`src/rtl/sar_conv_pkg.sv`:
```
package sar_conv_pkg;

  typedef enum logic [1:0] {
    ST_IDLE    = 2'd0,
    ST_SAMPLE  = 2'd1,
    ST_CONVERT = 2'd2
  } sar_state_e;

  // Index of the first bit tested for a resolution code, relative to the widest width.
  function automatic int unsigned top_bit_idx(input logic [1:0] code, input int unsigned res_max);
    case (code)
      2'd0:    top_bit_idx = res_max - 5;
      2'd1:    top_bit_idx = res_max - 3;
      default: top_bit_idx = res_max - 1;
    endcase
  endfunction

endpackage

```
`src/rtl/sar_trig_detect.sv`:
```
module sar_trig_detect #(
  parameter int unsigned NUM_CH = 10,
  parameter int unsigned SEL_W  = 4
) (
  input  logic              clk,
  input  logic              rst_n,
  input  logic [NUM_CH-1:0] trig_in,
  input  logic [SEL_W-1:0]  trig_sel,
  output logic              rise_o
);

  logic raw_sel;
  logic sync1_q, sync2_q, prev_q;

  always_comb begin
    raw_sel = 1'b0;
    for (int i = 0; i < NUM_CH; i++) begin
      if (int'(trig_sel) == i) raw_sel = trig_in[i];
    end
    if (int'(trig_sel) >= NUM_CH) raw_sel = trig_in[NUM_CH-1];
  end

  always_ff @(posedge clk or negedge rst_n) begin
    if (!rst_n) begin
      sync1_q <= 1'b0;
      sync2_q <= 1'b0;
      prev_q  <= 1'b0;
    end else begin
      sync1_q <= raw_sel;
      sync2_q <= sync1_q;
      prev_q  <= sync2_q;
    end
  end

  assign rise_o = sync2_q & ~prev_q;

endmodule

```
`src/rtl/sar_seq_fsm.sv`:
```
module sar_seq_fsm
  import sar_conv_pkg::*;
#(
  parameter int unsigned SMP_W   = 4,
  parameter int unsigned SMP_MIN = 2
) (
  input  logic             clk,
  input  logic             rst_n,
  input  logic             go,
  input  logic [SMP_W-1:0] smp_code,
  input  logic             last_bit,
  output sar_state_e       state_o,
  output logic             accept,
  output logic             enter_conv,
  output logic             finish
);

  localparam logic [SMP_W-1:0] CNT_FLOOR = SMP_W'(SMP_MIN - 1);

  sar_state_e       state_q, state_d;
  logic [SMP_W-1:0] cnt_q, cnt_d;
  logic             cnt_en;
  logic [SMP_W-1:0] smp_load;

  assign smp_load = (smp_code < CNT_FLOOR) ? CNT_FLOOR : smp_code;

  always_comb begin
    state_d    = state_q;
    cnt_d      = cnt_q;
    cnt_en     = 1'b0;
    accept     = 1'b0;
    enter_conv = 1'b0;
    finish     = 1'b0;
    case (state_q)
      ST_IDLE: begin
        if (go) begin
          accept  = 1'b1;
          state_d = ST_SAMPLE;
          cnt_d   = smp_load;
          cnt_en  = 1'b1;
        end
      end
      ST_SAMPLE: begin
        if (cnt_q == '0) begin
          enter_conv = 1'b1;
          state_d    = ST_CONVERT;
        end else begin
          cnt_d  = cnt_q - 1'b1;
          cnt_en = 1'b1;
        end
      end
      ST_CONVERT: begin
        if (last_bit) begin
          finish  = 1'b1;
          state_d = ST_IDLE;
        end
      end
      default: state_d = ST_IDLE;
    endcase
  end

  always_ff @(posedge clk or negedge rst_n) begin
    if (!rst_n) begin
      state_q <= ST_IDLE;
      cnt_q   <= '0;
    end else begin
      state_q <= state_d;
      if (cnt_en) cnt_q <= cnt_d;
    end
  end

  assign state_o = state_q;

endmodule

```
`src/rtl/sar_bit_engine.sv`:
```
module sar_bit_engine
  import sar_conv_pkg::*;
#(
  parameter int unsigned RES_MAX = 12
) (
  input  logic               clk,
  input  logic               rst_n,
  input  logic               accept,
  input  logic [1:0]         res_code,
  input  logic               enter_conv,
  input  logic               step,
  input  logic               comp_in,
  output logic [RES_MAX-1:0] dac_code,
  output logic               last_bit,
  output logic [RES_MAX-1:0] final_code
);

  logic [RES_MAX-1:0] top_q, top_d;
  logic [RES_MAX-1:0] acc_q, acc_d;
  logic [RES_MAX-1:0] mask_q, mask_d;
  logic               acc_en;
  logic [RES_MAX-1:0] trial;

  always_comb begin
    top_d = '0;
    top_d[top_bit_idx(res_code, RES_MAX)] = 1'b1;
  end

  assign trial = acc_q | mask_q;

  always_comb begin
    acc_d  = acc_q;
    mask_d = mask_q;
    acc_en = 1'b0;
    if (enter_conv) begin
      acc_d  = '0;
      mask_d = top_q;
      acc_en = 1'b1;
    end else if (step) begin
      acc_d  = comp_in ? trial : acc_q;
      mask_d = mask_q >> 1;
      acc_en = 1'b1;
    end
  end

  always_ff @(posedge clk or negedge rst_n) begin
    if (!rst_n) begin
      top_q  <= '0;
      acc_q  <= '0;
      mask_q <= '0;
    end else begin
      if (accept) top_q <= top_d;
      if (acc_en) begin
        acc_q  <= acc_d;
        mask_q <= mask_d;
      end
    end
  end

  assign dac_code   = step ? trial : '0;
  assign last_bit   = step & mask_q[0];
  assign final_code = comp_in ? trial : acc_q;

endmodule

```
`src/rtl/sar_conv_ctrl.sv`:
```
module sar_conv_ctrl
  import sar_conv_pkg::*;
#(
  parameter int unsigned NUM_CH  = 10,
  parameter int unsigned SEL_W   = 4,
  parameter int unsigned RES_MAX = 12,
  parameter int unsigned SMP_W   = 4,
  parameter int unsigned SMP_MIN = 2
) (
  input  logic               clk,
  input  logic               rst_n,
  input  logic               start,
  input  logic [NUM_CH-1:0]  ext_trig_in,
  input  logic [SEL_W-1:0]   trig_sel,
  input  logic [1:0]         res_sel,
  input  logic [SEL_W-1:0]   chan_sel,
  input  logic [SMP_W-1:0]   smp_cycles,
  input  logic               comp_in,
  output logic [SEL_W-1:0]   mux_sel,
  output logic               sh_sample,
  output logic [RES_MAX-1:0] dac_code,
  output logic               apwr_en,
  output logic [RES_MAX-1:0] result,
  output logic               done,
  output logic               busy,
  output logic               cmpl
);

  localparam logic [SEL_W-1:0] CH_LAST = SEL_W'(NUM_CH - 1);

  sar_state_e         state;
  logic               trig_rise, go, accept, enter_conv, finish, last_bit;
  logic [RES_MAX-1:0] final_code;
  logic [SEL_W-1:0]   mux_q, mux_d;
  logic [RES_MAX-1:0] result_q;
  logic               done_q, cmpl_q, cmpl_d;

  sar_trig_detect #(.NUM_CH(NUM_CH), .SEL_W(SEL_W)) u_trig (
    .clk(clk), .rst_n(rst_n), .trig_in(ext_trig_in), .trig_sel(trig_sel), .rise_o(trig_rise)
  );

  assign go = start | trig_rise;

  sar_seq_fsm #(.SMP_W(SMP_W), .SMP_MIN(SMP_MIN)) u_fsm (
    .clk(clk), .rst_n(rst_n), .go(go), .smp_code(smp_cycles), .last_bit(last_bit),
    .state_o(state), .accept(accept), .enter_conv(enter_conv), .finish(finish)
  );

  sar_bit_engine #(.RES_MAX(RES_MAX)) u_eng (
    .clk(clk), .rst_n(rst_n), .accept(accept), .res_code(res_sel),
    .enter_conv(enter_conv), .step(state == ST_CONVERT), .comp_in(comp_in),
    .dac_code(dac_code), .last_bit(last_bit), .final_code(final_code)
  );

  assign mux_d  = (chan_sel > CH_LAST) ? CH_LAST : chan_sel;
  assign cmpl_d = finish ? 1'b1 : (accept ? 1'b0 : cmpl_q);

  always_ff @(posedge clk or negedge rst_n) begin
    if (!rst_n) begin
      mux_q    <= '0;
      result_q <= '0;
      done_q   <= 1'b0;
      cmpl_q   <= 1'b0;
    end else begin
      if (accept) mux_q <= mux_d;
      if (finish) result_q <= final_code;
      done_q <= finish;
      cmpl_q <= cmpl_d;
    end
  end

  assign mux_sel   = mux_q;
  assign result    = result_q;
  assign done      = done_q;
  assign cmpl      = cmpl_q;
  assign busy      = (state != ST_IDLE);
  assign apwr_en   = busy;
  assign sh_sample = (state == ST_SAMPLE);

endmodule

```
`config.mk`:
```
export PLATFORM = sky130hd
export DESIGN_NAME = sar_conv_ctrl
export DESIGN_NICKNAME = d
export VERILOG_FILES = /design/src/rtl/sar_conv_pkg.sv /design/src/rtl/sar_trig_detect.sv /design/src/rtl/sar_seq_fsm.sv /design/src/rtl/sar_bit_engine.sv /design/src/rtl/sar_conv_ctrl.sv
export SDC_FILE = /design/constraint.sdc
export NUM_CORES = 1
export LEC_CHECK = 0
export CAP_MARGIN = 15
export CORE_UTILIZATION = 40
export CTS_CLUSTER_DIAMETER = 150
export CTS_CLUSTER_SIZE = 10
export DETAILED_ROUTE_END_ITERATION = 8
export PLACE_DENSITY = 0.77
export SLEW_MARGIN = 15
export SYNTH_ARGS = -nofsm -noshare
export SYNTH_HDL_FRONTEND = slang
export SYNTH_SLANG_ARGS = --single-unit
```
`constraint.sdc`:
```
create_clock -name clk -period 2 [get_ports clk]
set_input_delay 0.6 -clock clk [delete_from_list [all_inputs] [get_ports clk]]
set_output_delay 0.6 -clock clk [all_outputs]
set_load 0.005 [all_outputs]
```
==> run summary, run 1 <==
The combined global-route utilization of all metal layers came out at 17.9%. Yosys printed 0 warnings. Setup violations remaining at the end of the flow were counted as 0. TritonCTS built the clock tree. The total vias in the final route is 2,059. The minimum setup slack among reg-to-reg paths came out at 0.14 ns. The largest total area in the synthesized netlist belongs to sky130_fd_sc_hd__dfrtp_1.

The routed length per placed instance came out at 12.6 um. The boundary pin count came out at 61. Dividing total power by cell area gives a power density of 1190 nW/um2. The post-route DRC violation count came out at 0. The synthesis-to-finish area growth came out at 40.2%. The clock arrives with 0.00705 ns of skew. The number of clock buffers inserted by TritonCTS came out at 9. Entering global routing, the biggest net connects 58 pins. The first global-routing pass estimated 8.73 mm of wire.

The post-synthesis area per instance is 9.75 um2. The number of distinct library cells after synthesis came out at 32. The data arrival time at the worst-slack endpoint is 1.36 ns. The synthesized-area fraction occupied by ao, oa, aoi and oai cells is 16.2%.

The worst setup path is launched from a flop. The sink count of the clock tree came out at 57. Summed over all cells, the static leakage comes to 1.60 nW. The detailed-placement wirelength estimate came out at 3.48 mm.

The critical path is of the reg2out type. The net total in the final layout came out at 352. The endpoint required time on the critical path came out at 1.40 ns.

In this run the critical register-to-register path is launched from u_fsm.cnt_q[0]$_DFFE_PN0P_. The final instance count without filler cells is 402. The transition time at the pin with the least slew margin came out at 0.395 ns. The largest fanout of any net on the critical path came out at 13.

The area fraction in and, or, nand and nor cells after synthesis is 18.5%. The cell area after synthesis is 2480 um2. The number of H-tree levels is 3.

Ranked by instance count, the synthesized netlist is headed by sky130_fd_sc_hd__dfrtp_1 (57), sky130_fd_sc_hd__nand2_1 (42), sky130_fd_sc_hd__nor2_1 (33). The area of the die came out at 6510 um2. Clock latency on the worst-skew pair, taken at its later pin, is 0.34 ns. The number of antenna violations at the first check in global routing is 0. By area the synthesized netlist is led by sky130_fd_sc_hd__dfrtp_1 (58%), sky130_fd_sc_hd__nand2_1 (6.4%), sky130_fd_sc_hd__nor2_1 (5.0%), sky130_fd_sc_hd__o21ai_0 (4.9%), sky130_fd_sc_hd__a21oi_1 (3.4%).

Setup repair after global routing left no endpoint under its margin. The peak supply drop is 0.659 mV. After synthesis, the share of cell area in mux cells is 2.93%. The tightest min-delay check is of the in2async type. After detailed placement, the design holds a cell count of 385. The routed design could run at a clock period as short as 1.96 ns. The die width came out at 80.7 um. The number of global-route vias before repair is 1,913. The async set-or-reset flop fraction in the synthesized netlist came out at 100%.

The xor and xnor area share after synthesis is 0%. The number of max-slew violations in the final report is 0. The post-synthesis cell count came out at 254.

In the post-synthesis netlist, the cell with the most instances is sky130_fd_sc_hd__dfrtp_1. The tightest hold path in the finished design has a slack of 0.260 ns. The run finished with clean final reports.

The count of antenna-violating nets left after detailed routing is 0. The placeable core area is 5960 um2. The routability congestion estimate is 0.913. The diode insertion count for antenna repair came out at 0. The sequential fraction of the synthesis area is 57.6%. The count of state elements after synthesis came out at 57. In the synthesized netlist the dominant register cell turns out to be sky130_fd_sc_hd__dfrtp_1. The largest family of logic cells by synthesized area is simple AND/OR/NAND/NOR gates. The count of TritonRoute iterations in the first routing pass is 4. Across the run, the number of max-cap violations was 0.

The remaining max-slew budget at the tightest pin came out at 73.7%. The starting density of the core is 41.6%. The number of design-rule violations left by the first detailed-router iteration is 121. The maximum clock rate is 511 MHz. The number of setup buffers added after CTS is 0. The cell at the root of the clock tree is sky130_fd_sc_hd__clkbuf_8. Of the cells placed in the final design, the portion with a size suffix greater than 1 is 13.1%. The period utilization is 97.8%. For this run the aggregate overflow at the end of global routing stands at 0. The critical path capture point type is an output pin. The hold violation total from the final report was 0. The maximum buffer depth of the clock tree is 2.

After clock tree synthesis, the clock-pin slew on the worst setup and hold paths is 0.06 ns. The worst register-to-register path has a depth of 5. The post-detailed-routing wire length is 5.06 mm. The worst register-to-register path ends at u_eng.acc_q[4]$_DFFE_PN0P_. Buffers inserted to repair hold after CTS numbered 0.

The quantity of I/O buffers inserted on ports came out at 60. The synthesized-area fraction occupied by adder cells is 1.01%. The die span in y is 80.7 um. The count of flip-flops with a built-in enable after synthesis is 0. Counting every net in the synthesized netlist gives 284.

In the routed layout, each cell is associated on average with a via count of 5.12. The cell row count came out at 28. The synthesized design devotes to its leading area cell type 57.6% of total area.
==> where the power goes <==
group / internal [W] / switching, W
clock network: 0.000764 / 0.000447
logic: 0.000683 / 0.000495
registers: 0.00149 / 0.000249
total: 0.00294 / 0.00119
==> worst max-delay path by stage <==
stage / startpoint / endpoint / slack [ns] / cells past startpoint
after global placement: u_fsm.state_o[0]$_DFFE_PN0P_ / dac_code[1] / 0.06 / 4
after CTS: u_fsm.state_o[1]$_DFFE_PN0P_ / sh_sample / -0.15 / 3
final: u_fsm.state_o[0]$_DFFE_PN0P_ / dac_code[3] / 0.04 / 4
after global routing: u_fsm.state_o[0]$_DFFE_PN0P_ / dac_code[5] / 0.0009 / 4
after floorplan: u_fsm.cnt_q[0]$_DFFE_PN0P_ / u_eng.acc_q[10]$_DFFE_PN0P_ / 0.24 / 7
after detailed placement: trig_sel[0] / u_trig.sync1_q$_DFF_PN0_ / 0.03 / 5
==> cells in the final DEF, fill, tap and decap left out, types with 3 or more instances in the layout <==
cell type	Yosys	routed
sky130_fd_sc_hd__inv_1	4	4
sky130_fd_sc_hd__o221a_2	3	3
sky130_fd_sc_hd__clkdlybuf4s50_1	0	44
sky130_fd_sc_hd__nand2b_1	6	5
sky130_fd_sc_hd__mux2i_1	5	5
sky130_fd_sc_hd__and2_1	4	4
sky130_fd_sc_hd__nor3_1	4	4
sky130_fd_sc_hd__nor2_1	33	30
sky130_fd_sc_hd__a22o_1	9	9
sky130_fd_sc_hd__o21ai_0	24	24
sky130_fd_sc_hd__nand3_1	9	9
sky130_fd_sc_hd__nand2_1	42	42
sky130_fd_sc_hd__a22oi_1	5	5
sky130_fd_sc_hd__clkdlybuf4s15_1	0	11
sky130_fd_sc_hd__dfrtp_1	57	56
sky130_fd_sc_hd__clkbuf_8	0	11
sky130_fd_sc_hd__nor2_2	0	3
sky130_fd_sc_hd__buf_4	1	9
sky130_fd_sc_hd__a21oi_1	17	17
==> per-stage QoR <==
step	total power, W	instance area, um2	worst slack [ns]	util [%]	setup TNS [ns]
after floorplan	0.00235	2480	0.239	-	0
after global placement	0.00287	3200	0.0644	53.7	0
after detailed placement	0.00292	3200	0.0314	53.7	0
after CTS	0.00414	3450	-0.152	57.9	-0.258
after global routing	0.00439	3470	0.000878	58.3	0
final	0.00413	3470	0.0445	58.3	0
==> final cells by class <==
type | count | area (um2)
Clock buffer | 11 | 151
Clock inverter | 5 | 77.6
Tap cell | 75 | 93.8
Sequential cell | 57 | 1430
Multi-Input combinational cell | 178 | 975
Inverter | 4 | 15.0
Fill cell | 519 | 2480
Timing Repair Buffer | 72 | 731
==> per-layer routing <==
| metal | vias to the layer above | wire (um) | global-route usage (%) |
|---|---|---|---|
| li1 | 1010 | - | - |
| met1 | 968 | 2320 | 22.1 |
| met2 | 76 | 2350 | 28.6 |
| met3 | 5 | 354 | 7.16 |
| met4 | 0 | 38 | 5.00 |
| met5 | - | 0 | 0 |
==> sequential cells by signal (all words and copies together), names as in the netlist <==
register,flops
cmpl,1
u_trig.sync2_q,1
u_trig.prev_q,1
result,12
u_eng.acc_q,12
u_eng.mask_q,12
u_fsm.state_o,2
u_fsm.cnt_q,4
u_trig.sync1_q,1
mux_sel,4
done,1
u_eng.top_q,6
==> kinds of logic (layout without fill, tap and decap cells) <==
kind of cell             after synthesis  in the layout
adder cells (fa/ha/maj)                2              2
flip-flops                            57             57
AO/OA/AOI/OAI                         64             64
AND/OR/NAND/NOR                      105            105
multiplexers                           7              7
buffers and inverters                 19             92
==> what timing repair did <==
item,CTS,global route
gates cloned,1,0
gates resized for setup,16,19
setup endpoints to repair,15,22
==> worst max-delay path, stage by stage (launching register included) <==
cell	delay, ns
sky130_fd_sc_hd__dfrtp_1	0.38
sky130_fd_sc_hd__nand2b_4	0.16
sky130_fd_sc_hd__buf_12	0.15
sky130_fd_sc_hd__nor2_1	0.10
sky130_fd_sc_hd__dlygate4sd2_1	0.24
(Power assumes the default switching activity.)
==> run 2, diff against run 1 <==
--- a/config.mk
+++ b/config.mk
@@ -12,3 +12,3 @@
 export DETAILED_ROUTE_END_ITERATION = 8
-export PLACE_DENSITY = 0.77
+export PLACE_DENSITY = 0.76
 export SLEW_MARGIN = 15
@@ -16,2 +16,3 @@
 export SYNTH_HDL_FRONTEND = slang
+export SYNTH_HIERARCHICAL = 1
 export SYNTH_SLANG_ARGS = --single-unit
--- a/constraint.sdc
+++ b/constraint.sdc
@@ -3,2 +3,2 @@
 set_output_delay 0.6 -clock clk [all_outputs]
-set_load 0.005 [all_outputs]
+set_load 0.02 [all_outputs]
==> run 2 against run 1 <==
  * The flow now finishes with violations (design-rule violations)
  * Core utilization is 2.0 points lower
  * Clock skew is 0.00065 ns higher
  * Non-clock buffer count is 6 higher
  * Largest cell class unchanged
  * Register-to-register slack better by 0.11 ns
  * Design area is 4.2% higher
  * Die area is 8.5% higher
  * Global-route usage is 1.0 points lower
  * Flip-flop and latch count stayed put
==> run summary, run 2 <==
The run finished, with violations left. The final reports fail on design-rule violations. Setup repair after global routing left no endpoint under its margin. The xor and xnor area share after synthesis came out at 0.325% (+0.33 points). The diode insertion count for antenna repair is 0 (unchanged). The total vias in the final route came out at 2,001 (-2.8%).

The final instance count without filler cells came to 387 (-3.7%). STA classifies the critical path startpoint as a flop. The warning count from the yosys run is 6 (+6). The later-pin clock latency in the skew report is 0.33 ns (about the same). The data arrival time at the worst-slack endpoint came to 1.34 ns (-0.02 ns). The routability congestion estimate is 0.699 (-23%). The endpoint required time on the critical path was 1.40 ns (about the same). The post-place setup slack came out at -0.0814 ns (-0.113 ns). The transition time at the pin with the least slew margin is 0.288 ns (-0.107 ns). The number of clock buffers inserted by TritonCTS came out at 9 (unchanged). The quantity of I/O buffers inserted on ports came to 60 (unchanged). The critical path capture point type is an output pin. The final setup slack of the worst path came to 0.0588 ns (+0.0143 ns). The maximum clock rate is 515 MHz (+0.74%). The number of fill cells in the layout came out at 571 (+10%). The detailed-placement wirelength estimate is 3.63 mm (+4.3%).

The worst clock skew came to 0.00770 ns (+0.000653 ns). For this run, the leading register cell type out of synthesis is sky130_fd_sc_hd__dfrtp_1. The cell area after synthesis came out at 2690 um2 (+8.7%). The hold violation total from the final report is 0 (unchanged). The period utilization is 97.1% (-0.72 points).

The cell row count is 29 (+3.6%). The routed length per placed instance came out at 14.1 um (+12%). The number of max-slew violations in the final report came out at 0 (unchanged). The number of design-rule violations left by the first detailed-router iteration came to 111 (-8.3%). Yosys instantiated no cell more often than sky130_fd_sc_hd__dfrtp_1.

The largest fanout of any net on the critical path is 10 (-3). The number of H-tree levels was 3 (unchanged). The proportion of synthesized area in mux cells is 13.5% (+11 points). The net total in the final layout was 335 (-4.8%). The post-synthesis area per instance came to 11.7 um2 (+20%).

The post-route DRC violation count is 13 (+13). TritonCTS built the clock tree. In the layout the commonest cells are sky130_fd_sc_hd__dfrtp_1 (57), sky130_fd_sc_hd__clkdlybuf4s50_1 (44), sky130_fd_sc_hd__nor2_1 (22), sky130_fd_sc_hd__mux2i_1 (16), sky130_fd_sc_hd__buf_4 (15). The sequential fraction of the synthesis area is 53.0% (-4.6 points). The count of antenna-violating nets left after detailed routing came to 0 (unchanged).

The power density normalized to cell area came to 929 nW/um2 (-22%). The synthesis-to-finish area growth came out at 34.3%. The minimum setup slack among reg-to-reg paths came to 0.25 ns (+0.11 ns). The count of TritonRoute iterations in the first routing pass was 9 (+5). The count of maximum capacitance violations is 0 (unchanged). The first-pass GRT wire length is 9.24 mm (+5.9%). The tree is rooted in a sky130_fd_sc_hd__clkbuf_8. The number of antenna violations at the first check in global routing came out at 0 (unchanged). The share of layout cells above drive strength 1 came out at 23.5% (+10 points). The clock transition at the registers of the reported paths came out at 0.06 ns (about the same).

The library cell occupying the most area in the post-synthesis netlist is sky130_fd_sc_hd__dfrtp_1. The peak supply drop is 0.342 mV (-48%). The number of global-route vias before repair came to 2,056 (+7.5%). The sink count of the clock tree is 57 (unchanged). The setup path with the least slack is of type reg2out.

The maximum buffer depth of the clock tree came out at 2 (unchanged). The die span in y is 84.0 um (+4.2%). The number of distinct library cells after synthesis came out at 43 (+34%).

The area of the die is 7060 um2 (+8.5%). The placeable core area is 6420 um2 (+7.8%). After synthesis, the most frequently instantiated cells are sky130_fd_sc_hd__dfrtp_1 (57), sky130_fd_sc_hd__nor2_1 (23), sky130_fd_sc_hd__mux2i_1 (16). The vias per cell is 5.17 (+0.95%). The path category of the worst min-delay check is in2async. The synthesized-area fraction occupied by ao, oa, aoi and oai cells came to 15.8% (-0.42 points).

The async set-or-reset flop fraction in the synthesized netlist came out at 100% (unchanged). The global-route congestion overflow total is 0 (unchanged). The post-synthesis cell count was 230 (-9.4%).

The count of flip-flops with a built-in enable after synthesis came out at 0 (unchanged). The die width came to 84.0 um (+4.2%). The boundary pin count came out at 61 (unchanged). The largest family of logic cells by synthesized area is compound AO/OA/AOI/OAI gates. The net count after synthesis was 259 (-8.8%). The post-placement cell count is 370 (-3.9%). The total of endpoints with negative setup slack in the final report came out at 0 (unchanged). The area fraction in and, or, nand and nor cells after synthesis is 11.6% (-7.0 points). By area the synthesized netlist is led by sky130_fd_sc_hd__dfrtp_1 (53%), sky130_fd_sc_hd__mux2i_1 (5.9%), sky130_fd_sc_hd__mux2_4 (5.0%), sky130_fd_sc_hd__a21o_1 (3.6%), sky130_fd_sc_hd__o21a_1 (3.3%). The library cell used most frequently in the layout, excluding fill and tap cells, is sky130_fd_sc_hd__dfrtp_1. The post-detailed-routing wire length is 5.47 mm (+8.0%). The combined global-route utilization of all metal layers is 16.9% (-1.0 points).

The static leakage came out at 1.77 nW (+11%). The portion of synthesized cell area occupied by the leading cell type is 53.0% (-4.6 points). The pin count of the biggest net entering global routing came out at 58 (unchanged).

The post-layout minimum cycle time is 1.94 ns (-0.0143 ns). The remaining max-slew budget at the tightest pin is 80.7% (+7.1 points). The starting density of the core is 41.9% (+0.35 points). The sum of internal, switching and leakage power came out at 0.00336 W (-19%).

The count of state elements after synthesis is 57 (unchanged). The synthesized-area fraction occupied by adder cells came out at 0.465% (-0.55 points).
## run 2: cell count changes after synthesis, sizes merged, moves of 9 or more
cell / previous run / this run
a21oi: 17 / 3
mux2i: 5 / 16
a31oi: 1 / 13
clkbuf: 10 / 1
a21o: 0 / 14
mux2: 2 / 15
o21ai: 24 / 9
o21a: 1 / 12
nor2: 33 / 23
nand2: 42 / 6
## run 2: logic make-up (layout without fill, tap and decap cells)
logic type | Yosys count | after routing
compound gates | 61 | 61
simple gates | 56 | 56
xor+xnor | 1 | 1
mux | 31 | 31
buf+inv | 23 | 103
flops | 57 | 57
fa+ha+maj | 1 | 1
## run 2: metrics by stage
step | utilization, % | hold WS [ns] | TNS [ns] | cell area [um2]
after global placement | 53.6 | 0.334 | -0.765 | 3440
after floorplan | - | 0.304 | 0 | 2700
after detailed placement | 53.6 | 0.336 | -1.14 | 3440
after CTS | 56.2 | 0.270 | 0 | 3610
after global routing | 56.3 | 0.286 | 0 | 3620
final | 56.3 | 0.273 | 0 | 3620
## run 2: final cells by class
type | count | area [um2] | share of cell area (%)
sequential | 57 | 1430 | 39.4
inverter | 10 | 37.5 | 1.04
multi-input combinational | 150 | 1130 | 31.4
timing repair buffer | 78 | 727 | 20.1
clock buffer | 10 | 138 | 3.81
tap | 77 | 96.3 | 2.66
clock inverter | 5 | 56.3 | 1.56
## run 2: path summary, 6_finish.rpt
check,to,depth (start not counted),from
min reg2reg,u_trig/sync2_q$_DFF_PN0_,0,u_trig/sync1_q$_DFF_PN0_
max reg2reg,result[10]$_DFFE_PN0P_,6,u_fsm/state_o[0]$_DFFE_PN0P_
max in group asynchronous,u_eng/mask_q[5]$_DFFE_PN0P_,2,rst_n
min in group clk,u_trig/sync2_q$_DFF_PN0_,0,u_trig/sync1_q$_DFF_PN0_
min,result[4]$_DFFE_PN0P_,2,rst_n
max,busy,3,u_fsm/state_o[0]$_DFFE_PN0P_
## run 2: worst max-delay path: stages, from the launching register on
cell                      delay [ns]
sky130_fd_sc_hd__dfrtp_1        0.42
sky130_fd_sc_hd__buf_6          0.16
sky130_fd_sc_hd__or2_2          0.27
sky130_fd_sc_hd__buf_2          0.16
## run 2: layer usage
layer / up-vias / track usage (%) / routed length [um] / part of all wire [%]
li1: 969 / - / - / -
met1: 968 / 19.5 / 2420 / 44
met2: 53 / 28.7 / 2660 / 49
met3: 11 / 4.25 / 281 / 5.1
met4: 0 / 8.93 / 106 / 1.9
met5: - / 0 / 0 / 0
## run 2: what timing repair did
item / 4_1_cts / 5_1_grt
setup buffers: 1 / 0
endpoints found under the setup margin: 15 / 4
cloned: 1 / 0
hold buffers: 0 / 0
resized for setup: 59 / 4
## run 2: power by group
group          switching (W)  internal (W)
Clock               0.000437      0.000599
Sequential          0.000136       0.00132
Combinational       0.000425      0.000442
Total               0.000998       0.00236
==> run 3, diff against run 2 <==
PLACE_DENSITY = unset   (was 0.76)
PLACE_DENSITY_LB_ADDON = 0.1   (was unset)
clock period = 2.4 ns   (was 2 ns; I/O delays follow)
==> run 3 against run 2 <==
  * Critical path type unchanged
  * Critical endpoint is now dac_code[9]
  * Largest power group unchanged
  * The run still ends with design-rule violations left
  * Clock power down 12%
  * Largest cell class unchanged
  * Sequential power down 17%
  * Setup slack better by 0.11 ns
==> run summary, run 3 (synthesis results as in run 2) <==
The number of global-route vias before repair is 1,891 (-8.0%). The final instance count without filler cells came to 380 (-1.8%). The critical path capture point type is an output pin.

The pin count of the biggest net entering global routing is 58 (unchanged). The total vias in the final route was 1,974 (-1.3%). The final reports fail on design-rule violations. The detailed-placement wirelength estimate was 3.19 mm (-12%).

The boundary pin count is 61 (unchanged). The endpoint required time on the critical path is 1.68 ns (+0.28 ns). The clock transition at the registers of the reported paths is 0.06 ns (about the same). The largest fanout of any net on the critical path is 19 (+9). The power density normalized to cell area was 783 nW/um2 (-16%). The path category of the worst min-delay check is reg2reg. The number of clock buffers inserted by TritonCTS is 9 (unchanged).

The routability congestion estimate is 0.863 (+23%). The combined global-route utilization of all metal layers is 15.9% (-0.95 points). The number of max-slew violations in the final report came out at 0 (unchanged). The number of buffers inserted by hold repair at cts was 0 (unchanged). The worst clock skew is 0.00742 ns (-0.000276 ns). The die width came out at 84.0 um (unchanged). The internal power was 0.00203 W (-14%).

The data arrival time at the worst-slack endpoint was 1.51 ns (+0.17 ns). The switching share of power was 28.2% (-1.5 points). The cell row count came to 29 (unchanged). The post-detailed-routing wire length is 5.11 mm (-6.6%). The count of TritonRoute iterations in the first routing pass is 8 (-1).

The first-pass GRT wire length is 8.86 mm (-4.1%). Setup repair after global routing left no endpoint under its margin. The number of design-rule violations left by the first detailed-router iteration is 99 (-11%). The die span in y came to 84.0 um (unchanged).

The post-route DRC violation count came out at 7 (-6). The flow ran to the end, but the final reports show violations. The maximum clock rate came out at 448 MHz.

The share of layout cells above drive strength 1 is 16.2% (-7.4 points). The clock network power share came out at 32.3% (+1.5 points). The remaining max-slew budget at the tightest pin is 69.5% (-11 points). The summed negative setup slack over all endpoints is 0 ns (unchanged). The placeable core area came out at 6420 um2 (unchanged). The area of the die is 7060 um2 (unchanged). The sink count of the clock tree came out at 57 (unchanged).

The combinational fraction of design power came out at 24.9% (-0.9 points). The net switching power figure is 0.000796 W (-20%). The maximum buffer depth of the clock tree came out at 2 (unchanged). The global-route congestion overflow total came out at 0 (unchanged). The count of maximum capacitance violations is 0 (unchanged). The number of H-tree levels came out at 3 (unchanged). The worst setup path is of the reg2out kind.

The starting density of the core came out at 41.9% (unchanged). The count of antenna-violating nets left after detailed routing is 0 (unchanged). STA classifies the critical path startpoint as a flop. The transition time at the pin with the least slew margin is 0.457 ns (+0.169 ns). The routed length per placed instance is 13.4 um (-4.9%).

The net total in the final layout came out at 327 (-2.4%). The hold violation total from the final report is 0 (unchanged). The most frequent standard cell in the layout excluding fill and tap cells is sky130_fd_sc_hd__dfrtp_1.

The sum of internal, switching and leakage power came out at 0.00283 W (-16%). The post-placement cell count came out at 363 (-1.9%). TritonCTS built the clock tree. The peak supply drop is 0.491 mV (+43%). The sequential share of power came out at 42.7% (-0.7 points). The synthesis-to-finish area growth is 34.0%.

The post-layout minimum cycle time came out at 2.23 ns. In the layout the commonest cells are sky130_fd_sc_hd__dfrtp_1 (57), sky130_fd_sc_hd__clkdlybuf4s50_1 (44), sky130_fd_sc_hd__nor2_1 (22), sky130_fd_sc_hd__mux2i_1 (16), sky130_fd_sc_hd__dlygate4sd2_1 (14). The number of setup buffers added after CTS came out at 0 (-1). The vias per cell is 5.19 (+0.47%). The cell sitting at the root of the clock tree is a sky130_fd_sc_hd__clkbuf_8.

The quantity of I/O buffers inserted on ports came out at 60 (unchanged). The period utilization is 93.1%. The static leakage came out at 1.77 nW (-0.16%).

The later-pin clock latency in the skew report is 0.32 ns (about the same). The number of antenna violations at the first check in global routing came out at 0 (unchanged). The total of endpoints with negative setup slack in the final report is 0 (unchanged). The diode insertion count for antenna repair is 0 (unchanged).
## run 3: stage by stage
step	hold WS [ns]	setup slack [ns]	util, %	cell area (um2)
global placement	0.334	0.174	52.6	3380
finish	0.348	0.165	56.2	3610
CTS	0.354	0.00389	56.1	3600
floorplan	0.331	0.222	-	2690
detailed placement	0.337	0.150	52.6	3380
global route	0.369	0.0555	56.2	3610
## run 3: cell type report
| cell class | instances | area [um2] |
|---|---|---|
| clock buffers | 14 | 173 |
| inverters | 10 | 37.5 |
| fillers | 587 | 2810 |
| well taps | 77 | 96.3 |
| repair buffers | 70 | 706 |
| multi-input cells | 150 | 1130 |
| flip-flops and latches | 57 | 1430 |
| clock inverters | 2 | 35.0 |
## run 3: power groups by stage
stage	Clock [W]	Sequential, W	Combinational (W)
floorplan	0	0.00124	0.000426
global placement	0	0.00122	0.000709
detailed placement	0	0.00122	0.000713
CTS	0.000947	0.00121	0.000715
global route	0.000988	0.00123	0.000784
finish	0.000913	0.00121	0.000705
## run 3: critical path, stage by stage (launching register included)
cell                            delay [ns]
sky130_fd_sc_hd__dfrtp_1              0.41
sky130_fd_sc_hd__nor2b_4              0.16
sky130_fd_sc_hd__buf_12               0.17
sky130_fd_sc_hd__o21a_1               0.13
sky130_fd_sc_hd__dlygate4sd2_1        0.32
## run 3: routing by layer
layer  vias to the layer above  track usage (%)  wire length [um]
met1                       954             21.2              2400
met3                         6             3.76               278
li1                        959                -                 -
met2                        55             24.7              2360
met5                         -                0                 0
met4                         0             7.05                71
## run 3: repair_timing
action	4_1_cts	5_1_grt
endpoints found under the hold margin	0	0
cloned	1	0
endpoints found under the setup margin	14	2
gates resized for setup	14	2
## run 3: worst paths after layout
check,start,end,slack (ns),cells after the start
worst max-delay path,u_fsm/state_o[0]$_DFFE_PN0P_,dac_code[9],0.17,4
worst min-delay path,u_trig/sync1_q$_DFF_PN0_,u_trig/sync2_q$_DFF_PN0_,0.35,0
worst max register to register,u_fsm/state_o[0]$_DFFE_PN0P_,result[11]$_DFFE_PN0P_,0.51,5
worst min register to register,u_trig/sync1_q$_DFF_PN0_,u_trig/sync2_q$_DFF_PN0_,0.35,0
max in group asynchronous,rst_n,result[11]$_DFFE_PN0P_,1.76,2
min in group asynchronous,rst_n,result[2]$_DFFE_PN0P_,0.39,2
